==> config.mk <==
export PLATFORM = sky130hd
export DESIGN_NAME = spi_cs_master
export DESIGN_NICKNAME = d
export VERILOG_FILES = /design/src/rtl/spi_cs_pkg.sv /design/src/rtl/spi_phase_calc.sv /design/src/rtl/spi_shreg.sv /design/src/rtl/spi_cs_master.sv
export SDC_FILE = /design/constraint.sdc
export NUM_CORES = 1
export LEC_CHECK = 0
export CAP_MARGIN = 0
export CORE_ASPECT_RATIO = 1.75
export CORE_MARGIN = 2
export CORE_UTILIZATION = 40
export DETAILED_ROUTE_END_ITERATION = 8
export GPL_TIMING_DRIVEN = 0
export PLACE_DENSITY = 0.69
export SYNTH_ARGS = -nofsm -noshare
export SYNTH_HDL_FRONTEND = slang
export SYNTH_HIERARCHICAL = 1
export SYNTH_SLANG_ARGS = --single-unit
==> constraint.sdc <==
create_clock -name clk_i -period 2.7 [get_ports clk_i]
set_input_delay 0.54 -clock clk_i [delete_from_list [all_inputs] [get_ports clk_i]]
set_output_delay 0.54 -clock clk_i [all_outputs]
set_load 0.005 [all_outputs]
==> src/rtl/spi_cs_pkg.sv <==
package spi_cs_pkg;
  typedef enum logic [2:0] {
    ST_IDLE,
    ST_LEAD_H,
    ST_LEAD_L,
    ST_HIGH,
    ST_LOW,
    ST_TAIL
  } spi_st_e;
endpackage

==> src/rtl/spi_phase_calc.sv <==
module spi_phase_calc #(
  parameter int DIV_W = 8
) (
  input  logic [DIV_W-1:0] div_i,
  output logic [DIV_W-1:0] hi_len_o,
  output logic [DIV_W-1:0] lo_len_o
);
  localparam logic [DIV_W-1:0] ONE = DIV_W'(1);
  logic [DIV_W-1:0] d_eff;
  logic [DIV_W-1:0] half;

  always_comb begin
    d_eff    = (div_i == '0) ? ONE : div_i;
    half     = d_eff >> 1;
    hi_len_o = half + ONE;
    lo_len_o = d_eff[0] ? half + ONE : half;
  end
endmodule

==> src/rtl/spi_shreg.sv <==
module spi_shreg #(
  parameter int WORD_W = 8
) (
  input  logic              clk_i,
  input  logic              rst_ni,
  input  logic              load_i,
  input  logic [WORD_W-1:0] data_i,
  input  logic              shift_i,
  input  logic              sample_i,
  input  logic              ser_i,
  output logic              ser_o,
  output logic [WORD_W-1:0] par_o
);
  logic [WORD_W-1:0] tx_q, rx_q;

  always_ff @(posedge clk_i or negedge rst_ni) begin
    if (!rst_ni) begin
      tx_q <= '0;
      rx_q <= '0;
    end else begin
      if (load_i)       tx_q <= data_i;
      else if (shift_i) tx_q <= {tx_q[WORD_W-2:0], 1'b0};
      if (sample_i)     rx_q <= {rx_q[WORD_W-2:0], ser_i};
    end
  end

  assign ser_o = tx_q[WORD_W-1];
  assign par_o = rx_q;
endmodule

==> src/rtl/spi_cs_master.sv <==
module spi_cs_master
  import spi_cs_pkg::*;
#(
  parameter int DIV_W  = 8,
  parameter int WORD_W = 8
) (
  input  logic              clk_i,
  input  logic              rst_ni,
  input  logic [DIV_W-1:0]  div_i,
  input  logic [WORD_W-1:0] tx_data_i,
  input  logic              start_i,
  output logic [WORD_W-1:0] rx_data_o,
  output logic              done_o,
  output logic              sclk_o,
  output logic              mosi_o,
  output logic              mosi_oe_o,
  input  logic              miso_i,
  output logic              ss_no
);
  localparam int BIT_W = $clog2(WORD_W);
  localparam logic [BIT_W-1:0] LAST_BIT = BIT_W'(WORD_W - 1);
  localparam logic [BIT_W-1:0] BIT_ONE  = BIT_W'(1);
  localparam logic [DIV_W-1:0] ONE      = DIV_W'(1);

  spi_st_e          st_q;
  logic [DIV_W-1:0] cnt_q, hi_q, lo_q, hi_c, lo_c;
  logic [BIT_W-1:0] bit_q;
  logic [WORD_W-1:0] rx_par;
  logic             cnt_end, load, shift, sample;

  spi_phase_calc #(.DIV_W(DIV_W)) u_calc (
    .div_i    (div_i),
    .hi_len_o (hi_c),
    .lo_len_o (lo_c)
  );

  assign cnt_end = (cnt_q == '0);
  assign load    = (st_q == ST_IDLE) && start_i;
  assign shift   = (st_q == ST_HIGH) && cnt_end && (bit_q != LAST_BIT);
  assign sample  = ((st_q == ST_LEAD_L) || (st_q == ST_LOW)) && cnt_end;

  spi_shreg #(.WORD_W(WORD_W)) u_sh (
    .clk_i    (clk_i),
    .rst_ni   (rst_ni),
    .load_i   (load),
    .data_i   (tx_data_i),
    .shift_i  (shift),
    .sample_i (sample),
    .ser_i    (miso_i),
    .ser_o    (mosi_o),
    .par_o    (rx_par)
  );

  always_ff @(posedge clk_i or negedge rst_ni) begin
    if (!rst_ni) begin
      st_q      <= ST_IDLE;
      cnt_q     <= '0;
      hi_q      <= ONE;
      lo_q      <= ONE;
      bit_q     <= '0;
      sclk_o    <= 1'b0;
      ss_no     <= 1'b1;
      mosi_oe_o <= 1'b0;
      done_o    <= 1'b0;
      rx_data_o <= '0;
    end else begin
      done_o <= 1'b0;
      unique case (st_q)
        ST_IDLE: if (start_i) begin
          hi_q  <= hi_c;
          lo_q  <= lo_c;
          cnt_q <= hi_c - ONE;
          bit_q <= '0;
          ss_no <= 1'b0;
          st_q  <= ST_LEAD_H;
        end
        ST_LEAD_H: if (cnt_end) begin
          mosi_oe_o <= 1'b1;
          cnt_q     <= lo_q - ONE;
          st_q      <= ST_LEAD_L;
        end else cnt_q <= cnt_q - ONE;
        ST_LEAD_L, ST_LOW: if (cnt_end) begin
          sclk_o <= 1'b1;
          cnt_q  <= hi_q - ONE;
          st_q   <= ST_HIGH;
        end else cnt_q <= cnt_q - ONE;
        ST_HIGH: if (cnt_end) begin
          sclk_o <= 1'b0;
          cnt_q  <= lo_q - ONE;
          if (bit_q == LAST_BIT) begin
            mosi_oe_o <= 1'b0;
            st_q      <= ST_TAIL;
          end else begin
            bit_q <= bit_q + BIT_ONE;
            st_q  <= ST_LOW;
          end
        end else cnt_q <= cnt_q - ONE;
        ST_TAIL: if (cnt_end) begin
          ss_no     <= 1'b1;
          done_o    <= 1'b1;
          rx_data_o <= rx_par;
          st_q      <= ST_IDLE;
        end else cnt_q <= cnt_q - ONE;
        default: st_q <= ST_IDLE;
      endcase
    end
  end
endmodule

==> results of run 1 <==
placed cells by master (no fill, tap or decap), drive strengths merged, types with 8 or more instances in the layout:
cell / n
a21oi: 11
nor3: 9
inv: 14
mux2: 29
xnor2: 17
or3: 10
xor2: 14
nand2: 30
nand2b: 8
buf: 14
dfrtp: 55
o21ai: 29
nor2: 18
clkdlybuf4s50: 27
clkbuf: 19
area by class of cell:
type	count	share of cell area
clock buffers	12	0.0602
repair buffers	30	0.0722
plain buffers	19	0.0273
well taps	117	0.0344
multi-input cells	250	0.440
clock inverters	4	0.0117
flip-flops and latches	58	0.342
inverters	14	0.0123
layer usage:
layer	GRT usage	wire (µm)	vias to the layer above
li1	-	-	1308
met5	0	0	-
met1	0.205	3140	1295
met3	0.0339	200	23
met2	0.309	4180	65
met4	0.109	355	0
flip-flops by register name, indices dropped and copies added (netlist names):
name	count
u_sh/tx_q	8
sclk_o	1
st_q	3
lo_q	8
cnt_q	8
ss_no	1
rx_data_o	8
mosi_oe_o	1
u_sh/par_o	8
bit_q	3
hi_q	8
done_o	1
path summary, 6_finish.rpt:
kind                                 startpoint              endpoint  cells after the start
setup / recovery           cnt_q[0]$_DFFE_PN0P_  cnt_q[6]$_DFFE_PN0P_                      7
hold / removal                           rst_ni   hi_q[5]$_DFFE_PN0P_                      1
setup reg to reg           cnt_q[0]$_DFFE_PN0P_  cnt_q[6]$_DFFE_PN0P_                      7
hold reg to reg               ss_no$_DFFE_PN1P_     ss_no$_DFFE_PN1P_                      2
max in group asynchronous                rst_ni     ss_no$_DFFE_PN1P_                      2
min in group clk_i            ss_no$_DFFE_PN1P_     ss_no$_DFFE_PN1P_                      2
through the flow:
| stage | worst slack [ps] | util | instance area, µm² | hold WS (ps) | setup TNS, ps |
|---|---|---|---|---|---|
| 2_1_floorplan | 510 | - | 3490 | 244 | 0 |
| 5_1_grt | 14.9 | 0.498 | 4260 | 211 | 0 |
| 6_report | 180 | 0.498 | 4260 | 174 | 0 |
| 3_3_place_gp | -703 | 0.458 | 3920 | 479 | -38760 |
| 3_5_place_dp | -225 | 0.460 | 3940 | 485 | -263 |
| 4_1_cts | 63.1 | 0.496 | 4250 | 180 | 0 |
logic make-up (layout without fill, tap and decap cells):
logic type	count (synthesis)	in the layout	share of synthesized area
AOI/OAI and AO/OA	72	72	0.131
DFF	58	58	0.417
buffers and inverters	33	79	0.0484
xor gates and xnor gates	31	31	0.0800
adders and majority gates	7	7	0.0251
and+or+nand+nor	104	104	0.175
muxes	36	36	0.122
critical path: stages (launching register included):
cell       delay, ps
dfrtp_1          410
inv_1            110
ha_1             180
nor3b_1          380
nand2_1          180
nor3b_1          640
a2111oi_0        230
o31ai_1          290
power breakdown:
group / switching, mW / internal (mW) / total, mW
combinational: 0.689 / 0.617 / 1.31
sequential: 0.249 / 1.15 / 1.40
clock: 0.387 / 0.762 / 1.15
==> flow_metrics.env, run 1 <==
export IMPL_grt_pass1_vias=2716
export IMPL_port_buffers=29
export IMPL_numCtsBuffers=9
export IMPL_finalWeightedCongestion=0.888
export IMPL_final_hold_violation_count=0
export IMPL_cts_resized=0
export IMPL_skew_ps=4.39
export IMPL_layout_drive_gt1_share=0.196
export IMPL_cts_root_buffer="clkbuf_16"
export IMPL_dp_cells=488
export IMPL_crit_fanout=5
export IMPL_worst_hold_path_type="in -> async"
export IMPL_cp_arrival_ps=2740
export IMPL_core_area_um2=8560
export IMPL_total_power_mw=3.86
export IMPL_seq_area_um2=1460
export IMPL_worst_skew_pair_late_latency_ps=320
export IMPL_tightest_slew_ps=700
export IMPL_n_antenna_cell=0
export IMPL_timing_final_crit_share=0.933
export IMPL_grt_max_degree=41
export IMPL_grt_usage=0.182
export IMPL_die_area_um2=9510
export IMPL_synth_edf_count=0
export IMPL_ys_seq_area_frac=0.417
export IMPL_drt_iter0_markers=181
export IMPL_cts_max_level=3
export IMPL_fillCellCount=817
export IMPL_setup_viol=0
export IMPL_grt_overflow_total=0
export IMPL_layout_area_overhead_vs_synth_pct=22.2
export IMPL_leakagePower_nw=1.77
export IMPL_async_flop_share=1.00
export IMPL_totalWireLength_um=7870
export IMPL_drv_cap=0
export IMPL_synth_distinct_cells=58
export IMPL_syn_area_per_cell_um2=10.2
export IMPL_cts_post_setup_buffers_inserted=0
export IMPL_drcViolationCount=0
export IMPL_yosysWarnings=6
export IMPL_die_height_um=128
export IMPL_endpoint_kind="flip-flop"
export IMPL_ir_worst_vdd_mv=0.389
export IMPL_cp_required_ps=2920
export IMPL_wl_per_cell_um=15.6
export IMPL_synthTopCellsByCount="55 x dfrtp_1, 30 x nand2_1, 21 x mux2_2, 20 x o21ai_0, 16 x xnor2_1"
export IMPL_syn_nets=368
export IMPL_critPathKind="reg -> reg"
export IMPL_netlist_instances=341
export IMPL_hpwl_um=5830
export IMPL_syn_area_um2=3490
export IMPL_synth_seq_cells=58
export IMPL_cts_tree="done"
export IMPL_ant_nets=0
export IMPL_cts_hold_buf=0
export IMPL_nets=409
export IMPL_vias=2691
export IMPL_stdcell_count=504
export IMPL_slew_violations=0
export IMPL_status="finished, final reports clean"
export IMPL_initial_core_util=0.407
export IMPL_period_minus_slack_ps=2520
export IMPL_cp_start_kind="flip-flop"
export IMPL_antenna_found_initial=0
export IMPL_io_pins=33
export IMPL_clockBufferDepth=2
export IMPL_clock_sinks=58
export IMPL_viasPerCell=5.34
export IMPL_die_w_um=74.6
export IMPL_dr_pass1_iters=4
export IMPL_slew_headroom=0.532
export IMPL_dominantRegCellSynth="dfrtp_1"
export IMPL_num_rows=45
export IMPL_synth_largest_area_cell="dfrtp_1"
export IMPL_max_freq_ghz=0.397
export IMPL_synth_top_area_frac=0.395
export IMPL_yosys_top_cells_area="dfrtp_1 39%, mux2_2 6.8%, xnor2_1 4.0%"
export IMPL_yosysMostFrequentCell="dfrtp_1"
export IMPL_grt_pass1_wl_um=13100
export IMPL_power_density_nw_per_um2=905
export IMPL_rsz0062_at_grt="no"
export IMPL_r2r_slack_ps=180
export IMPL_clk_pin_slew_worst_paths_ps=50
export IMPL_multiInputGateArea_um2=1880
Power figures use the tool's default switching activity.
==> run 2, diff against run 1 <==
--- a/config.mk
+++ b/config.mk
@@ -5,9 +5,7 @@
 export SDC_FILE = /design/constraint.sdc
 export NUM_CORES = 1
 export LEC_CHECK = 0
-export CAP_MARGIN = 0
 export CORE_ASPECT_RATIO = 1.75
-export CORE_MARGIN = 2
 export CORE_UTILIZATION = 40
 export DETAILED_ROUTE_END_ITERATION = 8
 export GPL_TIMING_DRIVEN = 0
==> constraint.sdc (replaced) <==
create_clock -name clk_i -period 2.7 [get_ports clk_i]
set_input_delay 0.54 -clock clk_i [delete_from_list [all_inputs] [get_ports clk_i]]
set_output_delay 0.54 -clock clk_i [all_outputs]
set_load 0.05 [all_outputs]
==> flow_metrics.env, run 2 (synthesized netlist as in run 1, its figures left out) <==
export IMPL_die_area_um2=9110
export IMPL_initial_core_util=0.417
export IMPL_rsz0062_at_grt="no"
export IMPL_stdcell_count=502
export IMPL_status="finished, final reports clean"
export IMPL_power_density_nw_per_um2=935
export IMPL_io_pins=33
export IMPL_cp_required_ps=2890
export IMPL_grt_pass1_vias=2716
export IMPL_num_rows=44
export IMPL_timing_rr_end="u_sh/tx_q[1]$_DFFE_PN0P_"
export IMPL_cp_start_kind="flip-flop"
export IMPL_r2r_slack_ps=200
export IMPL_die_height_um=126
export IMPL_cpMaxStageDelayCell="or4_1"
export IMPL_cts_root_buffer="clkbuf_16"
export IMPL_fin_ws_ps=195
export IMPL_n_antenna_cell=0
export IMPL_drcViolationCount=0
export IMPL_nets=409
export IMPL_totalWireLength_um=7790
export IMPL_endpoint="u_sh/tx_q[1]$_DFFE_PN0P_"
export IMPL_path_cells="or4_1 > buf_6 > nor3_4 > nand2_1 > nor3_2 > buf_6 > mux2i_1 > o21ai_1"
export IMPL_clk_pin_slew_worst_paths_ps=60
export IMPL_vias=2689
export IMPL_dr_pass1_iters=4
export IMPL_rr_startpoint="cnt_q[3]$_DFFE_PN0P_"
export IMPL_post_place_ws_ps=-201
export IMPL_grt_usage=0.189
export IMPL_slew_violations=0
export IMPL_antenna_found_initial=0
export IMPL_skew_ps=5.17
export IMPL_critPathKind="reg -> reg"
export IMPL_grt_pass1_wl_um=12900
export IMPL_final_hold_violation_count=0
export IMPL_ff2ff_path_depth=8
export IMPL_wl_per_cell_um=15.5
export IMPL_slew_headroom=0.516
export IMPL_drt_iter0_markers=184
export IMPL_ir_worst_vdd_mv=0.639
export IMPL_max_freq_ghz=0.399
export IMPL_cpMostUsedCell="buf_6"
export IMPL_endpoint_kind="flip-flop"
export IMPL_timing_final_crit_share=0.928
export IMPL_die_w_um=72.6
export IMPL_core_area_um2=8370
export IMPL_wl_met3_um=272
export IMPL_crit_fanout=8
export IMPL_drv_cap=0
export IMPL_routed_top_layer="met4"
export IMPL_cp_startpoint="cnt_q[3]$_DFFE_PN0P_"
export IMPL_cts_tree="done"
export IMPL_clock_sinks=58
export IMPL_final_cell_mix="55 x dfrtp_1, 30 x nand2_1, 27 x clkdlybuf4s50_1"
export IMPL_hold_ws_ps=155
export IMPL_setup_viol=0
export IMPL_ant_nets=0
export IMPL_grt_max_degree=42
export IMPL_cts_max_level=3
export IMPL_critical_path_max_stage_delay_ps=550
export IMPL_total_power_mw=4.00
export IMPL_grt_overflow_total=0
export IMPL_port_buffers=29
export IMPL_layout_area_overhead_vs_synth_pct=22.9
export IMPL_period_minus_slack_ps=2500
export IMPL_met2_length_um=4220
export IMPL_setup_tns_ps=0
export IMPL_numCtsBuffers=9
export IMPL_worst_hold_path_type="in -> async"
export IMPL_hpwl_um=5760
export IMPL_cp_arrival_ps=2690
export IMPL_finalWeightedCongestion=0.880
export IMPL_viasPerCell=5.36
export IMPL_tightest_slew_ps=726
export IMPL_worst_skew_pair_late_latency_ps=340
export IMPL_leakagePower_nw=1.78
export IMPL_cts_post_setup_buffers_inserted=0
export IMPL_final_common_cell="dfrtp_1"
export IMPL_cts_hold_buf=0
export IMPL_layout_drive_gt1_share=0.202
export IMPL_dp_cells=486
export IMPL_clockBufferDepth=2
export IMPL_m1WireLength_um=2980
## run 2: changes by cell type in the layout (fill, tap and decap cells not counted), sizes merged
cell | before | now
clkbuf | 19 | 16
clkinv | 1 | 3
bufinv | 1 | 2
clkinvlp | 2 | 1
inv | 14 | 15
## run 2: power by group
group | internal (mW) | switching (mW) | leakage, nW
clock | 0.814 | 0.428 | 0.156
combinational | 0.615 | 0.744 | 0.888
sequential | 1.15 | 0.250 | 0.739
## run 2: metal layers
metal	track usage	vias to the layer above
met5	0	-
met4	0.127	0
met3	0.0459	22
met2	0.321	59
met1	0.202	1300
li1	-	1308
## run 2: cell type report
class                   count  area [µm²]
plain buffers              19         116
flip-flops and latches     58        1460
multi-input cells         250        1880
repair buffers             30         308
clock inverters             7         103
well taps                 115         144
clock buffers               9         225
fillers                   778        4080
inverters                  14        52.6
## run 2: worst min path at each step
| stage | slack [ps] | endpoint | from |
|---|---|---|---|
| 2_1_floorplan | 240 | bit_q[0]$_DFFE_PN0P_ | rst_ni |
| 3_3_place_gp | 480 | ss_no$_DFFE_PN1P_ | ss_no$_DFFE_PN1P_ |
| 3_5_place_dp | 480 | ss_no$_DFFE_PN1P_ | ss_no$_DFFE_PN1P_ |
| 4_1_cts | 160 | cnt_q[1]$_DFFE_PN0P_ | rst_ni |
| 5_1_grt | 180 | cnt_q[1]$_DFFE_PN0P_ | rst_ni |
| 6_report | 160 | cnt_q[1]$_DFFE_PN0P_ | rst_ni |
## run 2: critical path: cells and delay by family (launching register included)
| kind | cells | cell delay (ps) |
|---|---|---|
| AND/OR/NAND/NOR | 4 | 1220 |
| multiplexers | 1 | 230 |
| flip-flops | 1 | 460 |
| AO/OA/AOI/OAI | 1 | 80 |
| buffers and inverters | 2 | 360 |
## run 2: what timing repair did
item,in CTS,in global routing
endpoints found under the hold margin,0,0
setup endpoints to repair,0,2
gates resized for setup,0,4
## run 2: stage by stage
step | util | area, µm²
3_5_place_dp | 0.470 | 3940
4_1_cts | 0.510 | 4260
2_1_floorplan | - | 3490
3_3_place_gp | 0.469 | 3920
6_report | 0.512 | 4280
5_1_grt | 0.512 | 4280
==> run 3, diff against run 2 <==
--- a/config.mk
+++ b/config.mk
@@ -6,10 +6,10 @@
 export NUM_CORES = 1
 export LEC_CHECK = 0
 export CORE_ASPECT_RATIO = 1.75
-export CORE_UTILIZATION = 40
+export CORE_UTILIZATION = 58
 export DETAILED_ROUTE_END_ITERATION = 8
 export GPL_TIMING_DRIVEN = 0
-export PLACE_DENSITY = 0.69
+export PLACE_DENSITY = 0.91
 export SYNTH_ARGS = -nofsm -noshare
 export SYNTH_HDL_FRONTEND = slang
 export SYNTH_HIERARCHICAL = 1
==> flow_metrics.env, run 3 (synthesized netlist as in run 1, its figures left out) <==
export IMPL_cts_root_buffer="clkbuf_8"
export IMPL_cts_tree="done"
export IMPL_power_density_nw_per_um2=903
export IMPL_final_cell_mix="55 x dfrtp_1, 30 x nand2_1, 28 x clkdlybuf4s50_1"
export IMPL_max_freq_ghz=0.389
export IMPL_dp_cells=449
export IMPL_layout_drive_gt1_share=0.196
export IMPL_period_minus_slack_ps=2570
export IMPL_grt_pass1_wl_um=13600
export IMPL_grt_overflow_total=0
export IMPL_n_antenna_cell=0
export IMPL_slew_violations=0
export IMPL_final_hold_violation_count=0
export IMPL_die_height_um=105
export IMPL_initial_core_util=0.598
export IMPL_fin_ws_ps=129
export IMPL_totalWireLength_um=8110
export IMPL_path_cells="clkdlybuf4s50_1 > nand4_4 > xnor2_1 > nor4_1 > nor4b_2 > xor2_1 > a21oi_1 > o211ai_1"
export IMPL_nets=409
export IMPL_drcViolationCount=2
export IMPL_internal_power_mw=2.32
export IMPL_vias=2791
export IMPL_tightest_slew_ps=878
export IMPL_finalWeightedCongestion=0.899
export IMPL_ir_worst_vdd_mv=0.604
export IMPL_total_power_mw=3.73
export IMPL_stdcell_count=465
export IMPL_pwr_share_clk=0.245
export IMPL_cp_startpoint="div_i[4]"
export IMPL_sw_frac_of_total=0.379
export IMPL_grt_pass1_vias=2838
export IMPL_leakagePower_nw=1.73
export IMPL_critical_path_max_stage_delay_ps=660
export IMPL_pwr_share_comb=0.376
export IMPL_num_rows=37
export IMPL_die_area_um2=6340
export IMPL_cpMaxStageDelayCell="clkdlybuf4s50_1"
export IMPL_port_buffers=29
export IMPL_cp_start_kind="primary input"
export IMPL_layout_area_overhead_vs_synth_pct=18.4
export IMPL_critPathKind="in -> reg"
export IMPL_final_common_cell="dfrtp_1"
export IMPL_dr_pass1_iters=6
export IMPL_core_area_um2=5830
export IMPL_wl_per_cell_um=17.4
export IMPL_timing_final_crit_share=0.952
export IMPL_setup_tns_ps=0
export IMPL_drt_iter0_markers=110
export IMPL_cts_max_level=3
export IMPL_cp_arrival_ps=2840
export IMPL_grt_usage=0.292
export IMPL_grt_max_degree=38
export IMPL_post_place_ws_ps=-231
export IMPL_crit_fanout=5
export IMPL_failed_checks="design-rule violations"
export IMPL_slew_headroom=0.415
export IMPL_power_frac_seq=0.380
export IMPL_rr_startpoint="cnt_q[3]$_DFFE_PN0P_"
export IMPL_drv_cap=0
export IMPL_io_pins=33
export IMPL_hpwl_um=5990
export IMPL_viasPerCell=6.00
export IMPL_die_w_um=60.6
export IMPL_path_delay_family="simple AND/OR/NAND/NOR gates"
export IMPL_status="complete, but fails checks"
export IMPL_ant_nets=0
export IMPL_numCtsBuffers=9
export IMPL_cp_required_ps=2960
export IMPL_cp_num_buf_inv=1
export IMPL_setup_viol=0
export IMPL_skew_ps=8.31
export IMPL_clk_pin_slew_worst_paths_ps=60
export IMPL_clock_sinks=58
export IMPL_worst_skew_pair_late_latency_ps=350
export IMPL_worst_hold_path_type="in -> async"
export IMPL_antenna_found_initial=0
export IMPL_clockBufferDepth=2
export IMPL_post_route_util=0.708
export IMPL_endpoint_kind="flip-flop"
export IMPL_power_switching_mw=1.42
==> run 3: layout make-up <==
cell class,instances,area (µm²)
Multi-Input combinational cell,250,1870
Fill cell,422,1700
Sequential cell,58,1460
Timing Repair Buffer,30,313
Clock buffer,10,138
Buffer,19,116
Tap cell,78,97.6
Clock inverter,6,88.8
Inverter,14,52.6
==> run 3: metrics by stage <==
| stage | hold slack [ps] | cell area (µm²) |
|---|---|---|
| detailed placement | 479 | 3900 |
| finish | 305 | 4130 |
| global placement | 477 | 3870 |
| global route | 382 | 4130 |
| floorplan | 244 | 3490 |
| CTS | 332 | 4120 |
==> run 3: worst reg2reg max path, delay by kind of cell (launching register included) <==
family | cells | cell delay (ps)
multiplexers | 1 | 260
AND/OR/NAND/NOR | 4 | 1200
AO/OA/AOI/OAI | 1 | 110
flip-flops | 1 | 480
buffers and inverters | 2 | 360
==> run 3: power groups by stage <==
stage / logic [mW] / clock network (mW) / registers (mW)
global placement: 1.33 / 0 / 1.39
CTS: 1.39 / 0.927 / 1.41
detailed placement: 1.38 / 0 / 1.42
global route: 1.54 / 0.968 / 1.45
floorplan: 0.960 / 0 / 1.42
finish: 1.40 / 0.913 / 1.42
==> run 3: final timing paths <==
path                                       endpoint  slack [ps]  cells after the start
setup / recovery               cnt_q[7]$_DFFE_PN0P_         130                      8
hold / removal                 cnt_q[0]$_DFFE_PN0P_         300                      1
setup reg to reg           u_sh/tx_q[2]$_DFFE_PN0P_         140                      8
hold reg to reg               mosi_oe_o$_DFFE_PN0P_         500                      1
max in group asynchronous       lo_q[0]$_DFFE_PN1P_        1710                      2
min in group clk_i            mosi_oe_o$_DFFE_PN0P_         500                      1
==> run 3: per-layer routing <==
layer	up-vias	wire length (µm)	global-route usage
li1	1300	-	-
met1	1358	3000	0.322
met2	96	4450	0.498
met3	37	260	0.0656
met4	0	401	0.156
met5	-	0	0
==> run 3: what timing repair did <==
item | CTS | global route
hold buffers | 0 | 0
resized for setup | 0 | 1
setup buffers | 0 | 0
setup endpoints to repair | 0 | 1
